**src/rtl/psd_pkg.sv**
```systemverilog
// Shared types for the pulse-swallow divider.
// Assumes: nothing beyond standard SystemVerilog.
package psd_pkg;

    // Prescaler modulus: the larger divides by 2**SWAL_W, the smaller by one less.
    typedef enum logic {
        MOD_BIG   = 1'b0,
        MOD_SMALL = 1'b1
    } modulus_e;

endpackage

```
**src/rtl/psd_prescaler.sv**
```systemverilog
// Dual-modulus prescaler model, clocked by the VCO clock.
// Divides by 2**SWAL_W or 2**SWAL_W-1, as mod_sel selects. pre_end marks the
// last input cycle of each prescaler cycle.
// Assumes: mod_sel changes only in the cycle after a pre_end.
module psd_prescaler
    import psd_pkg::*;
#(
    parameter int SWAL_W = 4
) (
    input  logic     clk,
    input  logic     rst_n,
    input  modulus_e mod_sel,
    output logic     pre_end
);

    localparam logic [SWAL_W-1:0] TOP_BIG   = '1;
    localparam logic [SWAL_W-1:0] TOP_SMALL = TOP_BIG - SWAL_W'(1);

    logic [SWAL_W-1:0] pcnt;
    logic [SWAL_W-1:0] top_val;

    // Select the terminal value from the modulus and flag the last cycle.
    always_comb begin
        top_val = (mod_sel == MOD_SMALL) ? TOP_SMALL : TOP_BIG;
        pre_end = (pcnt == top_val);
    end

    // Count input cycles within one prescaler cycle.
    always_ff @(posedge clk) begin
        if (!rst_n || pre_end) pcnt <= '0;
        else                   pcnt <= pcnt + SWAL_W'(1);
    end

    // The modulus may move only at a prescaler-cycle boundary.
    a_r1_modulus_at_boundary: assert property (@(posedge clk) disable iff (!rst_n)
        ($past(rst_n) && !$stable(mod_sel)) |-> $past(pre_end));

endmodule

```
**src/rtl/psd_swallow.sv**
```systemverilog
// Swallow counter. At the start of each period it loads 2**SWAL_W - A and
// holds the prescaler at the smaller modulus until that many prescaler
// cycles have ended. After that it selects the larger modulus.
// Assumes: reload is high only on a cycle where pre_end is also high.
module psd_swallow
    import psd_pkg::*;
#(
    parameter int SWAL_W = 4
) (
    input  logic              clk,
    input  logic              rst_n,
    input  logic [SWAL_W-1:0] swal_new,
    input  logic              reload,
    input  logic              pre_end,
    input  logic              word_bad,
    output modulus_e          mod_sel
);

    localparam int               CNT_W = SWAL_W + 1;
    localparam logic [CNT_W-1:0] FULL  = CNT_W'(1 << SWAL_W);

    logic [CNT_W-1:0] left;

    // Load the count of small-modulus cycles, then count them down.
    always_ff @(posedge clk) begin
        if (!rst_n || reload)           left <= FULL - {1'b0, swal_new};
        else if (pre_end && left != '0) left <= left - CNT_W'(1);
    end

    // Use the smaller modulus while any small-modulus cycles remain.
    always_comb mod_sel = (left != '0) ? MOD_SMALL : MOD_BIG;

    // With a valid word, every small-modulus cycle is used by the end of the period.
    a_r1_swallow_spent: assert property (@(posedge clk) disable iff (!rst_n)
        (reload && !word_bad) |-> (left <= CNT_W'(1)));

endmodule

```
**src/rtl/psd_main.sv**
```systemverilog
// Main counter. It counts M+1 prescaler cycles per period, raises the
// terminal count on the last one, and registers the output pulses and the
// below-floor flag of the word it loads.
// Assumes: pre_end is one cycle wide.
module psd_main #(
    parameter int MAIN_W = 12,
    parameter int MIN_M  = 15
) (
    input  logic              clk,
    input  logic              rst_n,
    input  logic [MAIN_W-1:0] main_new,
    input  logic              pre_end,
    output logic              tc,
    output logic              div_q,
    output logic              mon_q,
    output logic              word_bad
);

    logic [MAIN_W-1:0] mcnt;

    // The period ends on the last input cycle of the final prescaler cycle.
    always_comb tc = pre_end && (mcnt == '0);

    // Count the remaining prescaler cycles and reload at the period end.
    always_ff @(posedge clk) begin
        if (!rst_n || tc) mcnt <= main_new;
        else if (pre_end) mcnt <= mcnt - MAIN_W'(1);
    end

    // Register the divided pulse and its monitor copy.
    always_ff @(posedge clk) begin
        if (!rst_n) begin
            div_q <= 1'b0;
            mon_q <= 1'b0;
        end else begin
            div_q <= tc;
            mon_q <= tc;
        end
    end

    // Capture the below-floor flag with each word that is loaded.
    always_ff @(posedge clk) begin
        if (!rst_n || tc) word_bad <= (main_new < MAIN_W'(MIN_M));
    end

    a_r2_one_wide: assert property (@(posedge clk) disable iff (!rst_n)
        div_q |=> !div_q);

    a_r3_reset_quiet: assert property (@(posedge clk)
        !rst_n |=> (!div_q && !mon_q));

    a_r4_count_down: assert property (@(posedge clk) disable iff (!rst_n)
        ($past(rst_n) && $past(pre_end) && !$past(tc)) |-> (mcnt == $past(mcnt) - MAIN_W'(1)));

    a_r6_flag_at_boundary: assert property (@(posedge clk) disable iff (!rst_n)
        ($past(rst_n) && !$stable(word_bad)) |-> $past(tc));

endmodule

```
**src/rtl/pulse_swallow_div.sv**
```systemverilog
// Pulse-swallow divider top. It splits the ratio word into a main count
// (upper MAIN_W bits) and a swallow count (lower SWAL_W bits), then wires
// the prescaler, the swallow counter and the main counter together.
// Assumes: ratio_word is a latched word, sampled only at reset and at
// period ends.
module pulse_swallow_div
    import psd_pkg::*;
#(
    parameter int MAIN_W = 12,
    parameter int SWAL_W = 4
) (
    input  logic                     clk_vco,
    input  logic                     rst_n,
    input  logic [MAIN_W+SWAL_W-1:0] ratio_word,
    output logic                     div_pulse,
    output logic                     mon_pulse,
    output logic                     ratio_bad
);

    localparam int RATIO_W = MAIN_W + SWAL_W;
    localparam int MIN_M   = (1 << SWAL_W) - 1;

    logic [MAIN_W-1:0] main_part;
    logic [SWAL_W-1:0] swal_part;
    logic              pre_end;
    logic              tc;
    modulus_e          mod_sel;

    // Split the ratio word into its main and swallow fields.
    always_comb begin
        main_part = ratio_word[RATIO_W-1:SWAL_W];
        swal_part = ratio_word[SWAL_W-1:0];
    end

    psd_prescaler #(.SWAL_W(SWAL_W)) u_pre (
        .clk     (clk_vco),
        .rst_n   (rst_n),
        .mod_sel (mod_sel),
        .pre_end (pre_end)
    );

    psd_swallow #(.SWAL_W(SWAL_W)) u_swal (
        .clk      (clk_vco),
        .rst_n    (rst_n),
        .swal_new (swal_part),
        .reload   (tc),
        .pre_end  (pre_end),
        .word_bad (ratio_bad),
        .mod_sel  (mod_sel)
    );

    psd_main #(.MAIN_W(MAIN_W), .MIN_M(MIN_M)) u_main (
        .clk      (clk_vco),
        .rst_n    (rst_n),
        .main_new (main_part),
        .pre_end  (pre_end),
        .tc       (tc),
        .div_q    (div_pulse),
        .mon_q    (mon_pulse),
        .word_bad (ratio_bad)
    );

endmodule

```
**config.mk**
```make
export PLATFORM = sky130hd
export DESIGN_NAME = pulse_swallow_div
export DESIGN_NICKNAME = d
export VERILOG_FILES = /design/src/rtl/psd_pkg.sv /design/src/rtl/psd_prescaler.sv /design/src/rtl/psd_swallow.sv /design/src/rtl/psd_main.sv /design/src/rtl/pulse_swallow_div.sv
export SDC_FILE = /design/constraint.sdc
export NUM_CORES = 1
export LEC_CHECK = 0
export ABC_AREA = 1
export BUFFER_PORTS_ARGS = -buffer_cell sky130_fd_sc_hd__buf_2
export CORE_MARGIN = 1
export CORE_UTILIZATION = 60
export DETAILED_ROUTE_END_ITERATION = 8
export PLACE_DENSITY_LB_ADDON = 0.12
export REMOVE_ABC_BUFFERS = 1
export SYNTH_ARGS = -nofsm -noshare
export SYNTH_HDL_FRONTEND = slang
export SYNTH_SLANG_ARGS = --single-unit
```
**constraint.sdc**
```tcl
create_clock -name clk_vco -period 4.3 [get_ports clk_vco]
set_input_delay 0.43 -clock clk_vco [delete_from_list [all_inputs] [get_ports clk_vco]]
set_output_delay 0.43 -clock clk_vco [all_outputs]
set_load 0.02 [all_outputs]
```
# Word-level counts from Yosys, hierarchy flattened
# Index checks and enable logic that the tools add are counted.
[totals] reg_bits=23 in_bits=18 out_inout_bits=3 word_cells=26
[op_classes] n_addsub=4 order_cmp=1 eq_ne=1 mux=6 reduce_logical=9
[op_table] cell="$mux W12" n=2
[op_table] cell="$logic_not A12 Y1" n=1
[op_table] cell="$lt A12 B4 Y1 const B" n=1
[op_table] cell="$sub A12 B1 Y12 const B" n=1
[op_table] cell="$mux W5" n=2
[op_table] cell="$reduce_bool A5 Y1" n=1
[op_table] cell="$sub A5 B1 Y5 const B" n=1
[op_table] cell="$sub A5 B4 Y5 const A" n=1
[op_table] cell="$add A4 B1 Y4 const B" n=1
[op_table] cell="$eq A4 B4 Y1" n=1
[op_table] cell="$reduce_bool A2 Y1" n=2
[op_table] cell="$logic_and A1 B1 Y1" n=2
[op_table] cell="$logic_or A1 B1 Y1" n=2
[op_table] cell="$mux W1" n=2
[op_table] cell="$logic_not A1 Y1" n=1

# Longest topological paths before layout
[depth] ltp_word=7 mapped_depth=11 ltp_nobuf=10

# Modules after synthesis
# Synthesis repeated with hierarchy kept, for this count alone.
[unflattened] hier_cells=193 hier_area_um2=1495.2
[modules_own_cells] module="psd_main" instances=1 cells_per_inst=119 area_each_um2=927.1 seq_area_each_um2=410.4
[modules_own_cells] module="psd_swallow" instances=1 cells_per_inst=47 area_each_um2=379.1 seq_area_each_um2=150.1
[modules_own_cells] module="psd_prescaler" instances=1 cells_per_inst=27 area_each_um2=188.9 seq_area_each_um2=80.1

# Least setup slack after synthesis
# OpenSTA, ideal clock, no wires.
[synth_timing] kind="register -> register" from="register u_main.mcnt[0]" to="register u_swal.left[0] (enable)" setup_ps=318 t_arrival_ps=1460 required_time_ps=3982 slack_ps=2521 stages_incl_launch_ff=11 path_buffers=2 synth_period_minus_slack_ps=1779 path_cell_list="edfxtp_1 > inv_1 > ha_1 > nand2_1 > nor2_1 > nand2_1 > nor2_4 > nand2_4 > buf_6 > buf_12 > nand3_1"
[synth_between] elab_chain_len=4
[synth_rtl] item="start, declared" line="psd_main.sv:19" rtl="logic [MAIN_W-1:0] mcnt;"
[synth_rtl] item="start signal, assigned" line="psd_main.sv:26" rtl="if (!rst_n || tc) mcnt <= main_new;"
[synth_rtl] item="start signal, assigned" line="psd_main.sv:27" rtl="else if (pre_end) mcnt <= mcnt - MAIN_W'(1);"
[synth_rtl] item="$logic_not A12 Y1" line="psd_main.sv:22" rtl="always_comb tc = pre_end && (mcnt == '0);"
[synth_rtl] item="$logic_and A1 B1 Y1" line="psd_main.sv:22"
[synth_rtl] item="$logic_or A1 B1 Y1" line="psd_swallow.sv:26" rtl="if (!rst_n || reload) left <= FULL - {1'b0, swal_new};"
[synth_rtl] item="$reduce_bool A2 Y1 (no source line)"
[synth_rtl] item="end signal, assigned" line="psd_swallow.sv:26"
[synth_rtl] item="end signal, assigned" line="psd_swallow.sv:27" rtl="else if (pre_end && left != '0) left <= left - CNT_W'(1);"
[synth_rtl] item="end, declared" line="psd_swallow.sv:22" rtl="logic [CNT_W-1:0] left;"
# Every way passes these cells.
# A chain may end at the register's enable or synchronous reset.

# Worst setup path in the final report
[layout_timing] from="register u_swal.left[0]" to="register u_pre.pcnt[3]"
[layout_between] elab_chain_len=5
[layout_rtl] item="$reduce_bool A5 Y1" line="psd_swallow.sv:31" rtl="always_comb mod_sel = (left != '0) ? MOD_SMALL : MOD_BIG;"
[layout_rtl] item="$mux W1" line="psd_swallow.sv:31"
[layout_rtl] item="$mux W1" line="psd_prescaler.sv:24" rtl="top_val = (mod_sel == MOD_SMALL) ? TOP_SMALL : TOP_BIG;"
[layout_rtl] item="$eq A4 B4 Y1" line="psd_prescaler.sv:25" rtl="pre_end = (pcnt == top_val);"
[layout_rtl] item="$logic_or A1 B1 Y1" line="psd_prescaler.sv:30" rtl="if (!rst_n || pre_end) pcnt <= '0;"
[layout_rtl] item="end signal, assigned" line="psd_prescaler.sv:31" rtl="else pcnt <= pcnt + SWAL_W'(1);"
[layout_rtl] item="end, declared" line="psd_prescaler.sv:19" rtl="logic [SWAL_W-1:0] pcnt;"
# Every way passes these cells.

==> qor.txt <==
Die Y = 53.32 µm
FMAX = 511.3 MHz
Post-Synthesis Cells = 200
Filler cells = 213
Setup Slack @ Placement = 2.255 ns
total length of routed wires = 3133 µm
initial antenna violation count = 0
mean post-synth cell area = 7.901 µm²
Placed Area = 0.001655 mm²
M1 GR Usage = 26.92%
RSZ-0062 raised after global routing = false
IO buf count = 20
worst hold path type = input port to register
GR Layer Usage met2 = 48.33%
Max Cap Viol = 0
die area = 0.002843 mm²
Post-CTS Setup Bufs = 0
met3 GRT Util = 3.448%
Synth Area in Compound Gates = 1.267%
status = finished, final reports clean
Syn Std Cell Area = 0.001580 mm²
post-cts resize count = 0
hold_buf cts = 0
most used routing layer in global routing = met2
Clk pin slew, worst setup/hold paths = 0.13 ns
maximum root-to-sink buffer count = 2
CP Capture Type = register
main combinational cell family by area after synthesis = simple AND/OR/NAND/NOR gates
cell taking the most area after synthesis = edfxtp_1
core area = 0.002477 mm²
gr ovfl total = 0
post-route cell area = 0.001683 mm²
Post-Synth XOR/XNOR Area = 4.434%
Area Growth Syn to Fin = 6.492%
worst skew pair latency = 0.31 ns
CTS tree = yes
Routed WL per cell = 12.63 µm
Worst Max-Slew Pin Slew = 0.7500 ns
Final Skew = 0.004633 ns
Setup-failing EPs final = 0
Final #Nets = 242
CP max FO = 16
antenna viol nets, final = 0
H-tree depth = 1
final RePlAce weighted congestion = 0.7874
WHS = 0.3967 ns
Final min period = 1.956 ns
num rows = 18
CP Cell Sequence = inv_1 > ha_1 > nand3b_1 > nand2_2 > nand3_1 > nor3b_1
register area share after synthesis = 40.54%
top-area cell type share of the netlist area = 34.20%
worst relative slew slack = 49.86%
worst path required time = 4.52 ns
Final WS setup = 2.344 ns
Final TNS setup = 0 ns
final core occ = 67.93%
CTS Sinks = 23
Initial Util = 63.79%
Final Max Tran Viols = 0
DP Wirelength = 2468 µm
Max IR drop VDD = 0.2174 mV
layout cell share with drive strength beyond 1 = 18.81%
post-synthesis simple-gate area fraction = 41.09%
Ports = 21
mux contribution to synthesized area = 0%
Final Hold Viols = 0
crit path max-delay cell type = nand3_1
Residual DRC = 0
cts bufs inserted = 3
Vias/cell = 5.383
Root Driver = clkbuf_4
Die W = 53.32 µm
first-pass GRT wire length = 5030 µm
crit start category = register
WP buf/inv = 1
drt pass-1 iters = 4
slowest cell delay on critical path = 0.54 ns
final worst path period share = 45.48%
DR vias = 1335
post-synth cell types = 25
critical path's top delay family = simple AND/OR/NAND/NOR gates
adder-cell share of the synthesized area = 3.959%
Synth area leaders = edfxtp_1 (34%), nand2_1 (17%), dfxtp_1 (6.3%)
leakage power = 0.8176 nW
Detailed Route Iter0 Violations = 41
total track usage = 24.71%
n_diodes = 0
post-synthesis register bit count = 23
Yosys warning count = 0
CP arrival = 2.18 ns
power per cell area = 276.7 mW/mm²
vias in the first global route = 1228
largest net degree at the start of global routing = 22
kind of critical path = register to register
[worst reg2reg max path, stage by stage, from the launching register on]
cell and delay (ns):
edfxtp_1 0.41, inv_1 0.09, ha_1 0.21, nand3b_1 0.13, nand2_2 0.10, nand3_1 0.54
nor3b_1 0.40
[metal layers]
| metal | vias to the layer above | share of wire, % |
|---|---|---|
| met1 | 628 | 43 |
| li1 | 683 | - |
| met4 | 0 | 0.38 |
| met2 | 22 | 55 |
| met3 | 2 | 2.1 |
| met5 | - | 0 |
[cell type report]
type / count / area [µm²] / area share (%)
Clock buffer: 3 / 22.52 / 1.338
Clock inverter: 1 / 5.005 / 0.2974
Inverter: 20 / 75.07 / 4.461
Multi-Input combinational cell: 151 / 802.0 / 47.66
Sequential cell: 23 / 640.6 / 38.07
Tap cell: 30 / 37.54 / 2.230
Timing Repair Buffer: 20 / 100.1 / 5.948
[synth_stat cells (all sizes together)]
cell	n
buf	6
xor2	5
dfxtp	5
inv	20
nor2	25
nand4	1
xnor2	3
nand3	23
nor4	2
nand2	74
edfxtp	18
nand3b	4
and3	1
o21ai	4
ha	5
nor3	2
nor3b	2
[cell families (layout without fill, tap and decap cells)]
kind of cell             count (synthesis)  count (layout)
flip-flops                              23              23
XOR/XNOR                                 8               8
buffers and inverters                   26              44
adder cells (fa/ha/maj)                  5               5
AO/OA/AOI/OAI                            4               4
AND/OR/NAND/NOR                        134             134
[sequential cells by signal, summed over array words and instances (netlist names)]
signal,cells
u_swal.left,5
u_pre.pcnt,4
u_main.mon_q,1
u_main.mcnt,12
u_main.word_bad,1
[through the flow]
stage / power, mW / instances
3_5_place_dp: 0.3699 / 244
5_1_grt: 0.4931 / 248
3_3_place_gp: 0.3638 / 244
6_report: 0.4656 / 248
2_1_floorplan: 0.3382 / 194
4_1_cts: 0.4683 / 248
[where the power goes]
| part | switching (mW) | internal [mW] | leakage (nW) |
|---|---|---|---|
| Sequential | 0.0136 | 0.260 | 0.220 |
| Clock | 0.0654 | 0.0347 | 0.0177 |
| Combinational | 0.0556 | 0.0360 | 0.580 |
| Total | 0.135 | 0.331 | 0.818 |
[cells in the final DEF, fill, tap and decap left out, drive strengths merged]
cell type | netlist | routed
and3 | 1 | 1
buf | 6 | 20
clkbuf | 0 | 3
clkinv | 0 | 1
dfxtp | 5 | 5
edfxtp | 18 | 18
ha | 5 | 5
inv | 20 | 20
nand2 | 74 | 74
nand3 | 23 | 23
nand3b | 4 | 4
nand4 | 1 | 1
nor2 | 25 | 25
nor3 | 2 | 2
nor3b | 2 | 2
nor4 | 2 | 2
o21ai | 4 | 4
xnor2 | 3 | 3
xor2 | 5 | 5
[worst paths after layout]
check	end	slack (ns)	cells past startpoint	start
max	u_pre.pcnt[3]	2.34	6	u_swal.left[0]
min	u_main.mcnt[10]	0.40	3	ratio_word[14]
max reg2reg	u_pre.pcnt[3]	2.34	6	u_swal.left[0]
min reg2reg	u_pre.pcnt[0]	0.48	1	u_pre.pcnt[0]
Power figures use the tool's default switching activity.
